$ cat config.mk
export PLATFORM = sky130hd
export DESIGN_NAME = move_core
export DESIGN_NICKNAME = d
export VERILOG_FILES = /design/src/rtl/move_core.sv
export SDC_FILE = /design/constraint.sdc
export NUM_CORES = 2
export LEC_CHECK = 0
export BUFFER_PORTS_ARGS = -buffer_cell sky130_fd_sc_hd__buf_2
export CAP_MARGIN = 20
export CORE_AREA = 2 2 384 310
export CTS_BUF_LIST = sky130_fd_sc_hd__clkbuf_8
export DETAILED_ROUTE_END_ITERATION = 16
export DIE_AREA = 0 0 386 312
export PLACE_DENSITY = 0.82
export SYNTH_ARGS = -nofsm -noshare
export SYNTH_HDL_FRONTEND = slang
export SYNTH_SLANG_ARGS = --single-unit
$ cat constraint.sdc
create_clock -name clk -period 14.7 [get_ports clk]
set_clock_uncertainty 0.05 [all_clocks]
set_input_delay 0.735 -clock clk [delete_from_list [all_inputs] [get_ports clk]]
set_output_delay 0.735 -clock clk [all_outputs]
set_load 0.02 [all_outputs]
$ cat src/rtl/move_core.sv
module move_core #(
  parameter int DW         = 16,
  parameter int AW         = 8,
  parameter int IMEM_DEPTH = 64,
  parameter int NGPR       = 16,
  parameter int NFU        = 2,
  parameter logic [AW-1:0] FU_BASE  = 8'h10,
  parameter logic [AW-1:0] IMM_SRC  = 8'hF0,
  parameter logic [AW-1:0] HALT_DST = 8'hFF
) (
  input  logic                          clk,
  input  logic                          rst_n,
  input  logic                          run,
  input  logic                          imem_we,
  input  logic [$clog2(IMEM_DEPTH)-1:0] imem_addr,
  input  logic [2*AW-1:0]               imem_wdata,
  input  logic [AW-1:0]                 dbg_port,
  output logic [DW-1:0]                 dbg_data,
  output logic                          done
);
  localparam int PW = $clog2(IMEM_DEPTH);
  localparam int IW = 2 * AW;
  localparam int GW = $clog2(NGPR);

  logic [IW-1:0] imem [IMEM_DEPTH];
  logic [PW-1:0] pc;
  logic [DW-1:0] gpr [NGPR];
  logic [DW-1:0] fu_a [NFU];
  logic [DW-1:0] fu_res [NFU];
  logic [DW-1:0] fu_o [NFU];
  logic [NFU-1:0] fu_go, fu_trig;
  logic [DW-1:0] mv_val;

  wire [IW-1:0] instr  = imem[pc];
  wire [IW-1:0] nxt    = imem[pc + PW'(1)];
  wire [AW-1:0] src    = instr[IW-1:AW];
  wire [AW-1:0] dst    = instr[AW-1:0];
  wire          is_imm = (src == IMM_SRC);
  wire          step   = run && !done;

  function automatic logic [DW-1:0] rd_port(input logic [AW-1:0] p);
    logic [DW-1:0] v;
    v = '0;
    if (p < AW'(NGPR)) v = gpr[p[GW-1:0]];
    for (int i = 0; i < NFU; i++)
      if (p == FU_BASE + AW'(3*i+2)) v = fu_o[i];
    return v;
  endfunction

  function automatic logic [DW-1:0] fu_op(input int i, input logic [DW-1:0] a, input logic [DW-1:0] b);
    return (i % 2 == 0) ? a + b : a - b;
  endfunction

  assign mv_val   = is_imm ? DW'(nxt) : rd_port(src);
  assign dbg_data = rd_port(dbg_port);

  always_comb
    for (int i = 0; i < NFU; i++)
      fu_trig[i] = step && (dst == FU_BASE + AW'(3*i+1));

  always_ff @(posedge clk)
    if (imem_we) imem[imem_addr] <= imem_wdata;

  always_ff @(posedge clk or negedge rst_n)
    if (!rst_n) begin
      pc   <= '0;
      done <= 1'b0;
    end else if (step) begin
      pc <= pc + (is_imm ? PW'(2) : PW'(1));
      if (dst == HALT_DST) done <= 1'b1;
    end

  always_ff @(posedge clk or negedge rst_n)
    if (!rst_n) begin
      for (int i = 0; i < NGPR; i++) gpr[i] <= '0;
    end else if (step && dst < AW'(NGPR)) begin
      gpr[dst[GW-1:0]] <= mv_val;
    end

  always_ff @(posedge clk or negedge rst_n)
    if (!rst_n) begin
      fu_go <= '0;
      for (int i = 0; i < NFU; i++) begin
        fu_a[i]   <= '0;
        fu_res[i] <= '0;
        fu_o[i]   <= '0;
      end
    end else begin
      fu_go <= fu_trig;
      for (int i = 0; i < NFU; i++) begin
        if (step && dst == FU_BASE + AW'(3*i)) fu_a[i] <= mv_val;
        if (fu_trig[i]) fu_res[i] <= fu_op(i, fu_a[i], mv_val);
        if (fu_go[i])   fu_o[i]   <= fu_res[i];
      end
    end
endmodule

==> flow_summary.ini <==
[synth]
async_flop_share_pct = 26.1
synth-edff-count = 1024
netlist_instances = 3825
syn_area_per_cell_um2 = 17.6
synth_ff_type = edfxtp_1
synth.area.top_cells = edfxtp_1 (46%), mux4_2 (22%), dfrtp_1 (13%)
seq_area_frac_synth_pct = 59.2
yosysTopAreaCell = edfxtp_1
ys_ff_latch = 1385
netlist.area_leader.share_pct = 45.7
synth_area_um2 = 67200
yosysWarnings = 0
synth_cell_types = 84
syn_nets = 3893

[floorplan]
initial_core_util_pct = 57.9
core.rowCount = 112
chipHeight_um = 312
die_w_um = 386
fp.dieArea_um2 = 120000
core_um2 = 116000
io_pins = 51

[route]
routedWlPerCell_um = 34.1
route.met2.wl_um = 83200
met1_length_um = 67800
wl_met3_um = 32900
drt_iter0_drc = 6459
wl_um = 193000
via_per_inst = 7.26
top_layer = met5
dr.pass1.iters = 10
ant_nets = 0
drc = 0
vias = 41100

[power]
switching_share_pct = 40.9
internal_power_w = 0.00931
combPwrFrac_pct = 51.6
power_density_nw_per_um2 = 213
p_leak_nw = 26.4
share_clk_of_total_power_pct = 19.6
ir_drop_v = 0.000259
p_total_w = 0.0158
pwr-share-seq_pct = 28.8
p_sw_w = 0.00644

[worst_setup_path]
worstSetupPathType = flop to flop
crit_path_frequent_cell = buf_4
r2r_slack_ps = 5110
start_kind = flop
cp-end-kind = flop
critical-path-slowest-cell = buf_4
path_max_fanout = 130
max_stage_delay_ps = 860
required_ps = 15450
arrival_ps = 10340

[placement]
port-buffer-count = 50
hpwl_um = 120000
globalplace.congestion = 0.990

[clocking]
cts_resized = 0
cts_num_sinks = 1385
clkLatencyLatePin_ps = 960
numCtsBuffers = 205
clock_path_buffers = 3
cts_tree = done
htree_levels = 4
cts_root_buffer = clkbuf_8
clk_pin_slew_ps = 70

[finish]
layout_commonest_cell = edfxtp_1
layout-drive-gt1-share_pct = 36.7
fin_nets = 4020
area_growth_pct = 9.76
layout_common_cells = edfxtp_1 (1024), mux4_2 (668), dfrtp_1 (357)

[global_routing]
grt_overflow = 0
grt_pass1_vias = 40600
track_usage_pct = 32.5
grt_max_degree = 169
antenna_found_initial = 12
grt_pass1_wl_um = 281000

[status]
status = finished clean

[timing]
fmax_ghz = 0.104
fin_tns_setup_ps = 0
fin_crit_ps = 9590
setup_viol = 0
relSlewSlack_pct = 25.6
rsz0062_at_grt = no
drv_slew = 0
finalHoldViolCount = 0
period_share_pct = 65.2
tightestPinTransition_ps = 1120

[hold_path]
hp-class = input pin to flop

[run]
maxCapViolCount = 0
state kept, by name, summed over array words and instances (netlist names):
| register | flops |
|---|---|
| gpr | 256 |
| fu_go | 2 |
| imem | 1024 |
| fu_res | 32 |
| pc | 6 |
| done | 1 |
| fu_a | 32 |
| fu_o | 32 |
cell type report:
type	instances	area [um2]
tap	1539	1930
timing repair buffer	211	1720
clock buffer	221	3040
fill	7642	42400
antenna	5	12.5
inverter	43	161
multi-input combinational	2106	26200
clock inverter	153	935
sequential	1385	39800
worst paths after layout:
kind / endpoint / cells after the start / from
max in group asynchronous: pc[1] / 3 / rst_n
worst min-delay path: imem[8][13] / 1 / imem_wdata[13]
worst max-delay path: fu_res[11] / 26 / pc[0]
min in group asynchronous: gpr[15] / 2 / rst_n
worst min register to register: fu_res[17] / 2 / fu_res[17]
worst max register to register: fu_res[11] / 26 / pc[0]
cells by family (layout without fill, tap and decap cells):
logic type / Yosys count / count (layout) / share of synthesized area (%)
flops: 1385 / 1385 / 59.2
mux: 1129 / 1129 / 29.7
compound gates: 457 / 457 / 4.54
simple gates: 451 / 451 / 3.11
buf+inv: 334 / 628 / 2.30
fa+ha+maj: 35 / 35 / 0.683
xor+xnor: 34 / 34 / 0.454
other cells: 0 / 5 / 0
synthesized netlist by cell type (all sizes together) (31+ instances only):
cell type,number
edfxtp,1024
mux4,668
dfrtp,361
mux2,266
mux2i,195
nand2,195
clkbuf,147
buf,144
o21ai,142
nor2,115
a21oi,85
a211oi,45
inv,43
a22oi,34
ha,31
metrics by stage:
step	hold WS (ps)	util, %	setup WS (ps)	cell area, um2	std cells
floorplan	383	-	8120	67200	3825
global placement	397	59.8	5560	69500	5268
detailed placement	404	59.9	5440	69600	5272
CTS	252	63.3	5380	73600	5647
global route	40.1	63.5	4700	73800	5660
finish	63.6	63.5	5110	73800	5663
power by group through the flow:
stage	clock [W]	combinational, W	sequential [W]
2_1_floorplan	0	0.00549	0.00450
3_3_place_gp	0	0.00768	0.00461
3_5_place_dp	0	0.00779	0.00462
4_1_cts	0.00311	0.00784	0.00454
5_1_grt	0.00327	0.00836	0.00456
6_report	0.00308	0.00813	0.00454
metal layers:
| layer | vias to the layer above | global-route usage [%] |
|---|---|---|
| met5 | - | 0 |
| met3 | 574 | 13.9 |
| met1 | 21100 | 45.4 |
| met2 | 3354 | 44.9 |
| li1 | 16100 | - |
| met4 | 14 | 14.1 |
repair_timing:
item / CTS / global route
endpoints found under the hold margin: 117 / 0
hold buffers: 1 / 0
setup buffers: 0 / 0
critical path: cells and delay by family (launching register included):
kind	cells	cell delay, ps
AO/OA/AOI/OAI	11	3310
XOR/XNOR	1	170
adder cells (fa/ha/maj)	1	410
buffers and inverters	5	2690
flip-flops	1	760
multiplexers	3	1160
AND/OR/NAND/NOR	5	760
(Power assumes the default switching activity.)
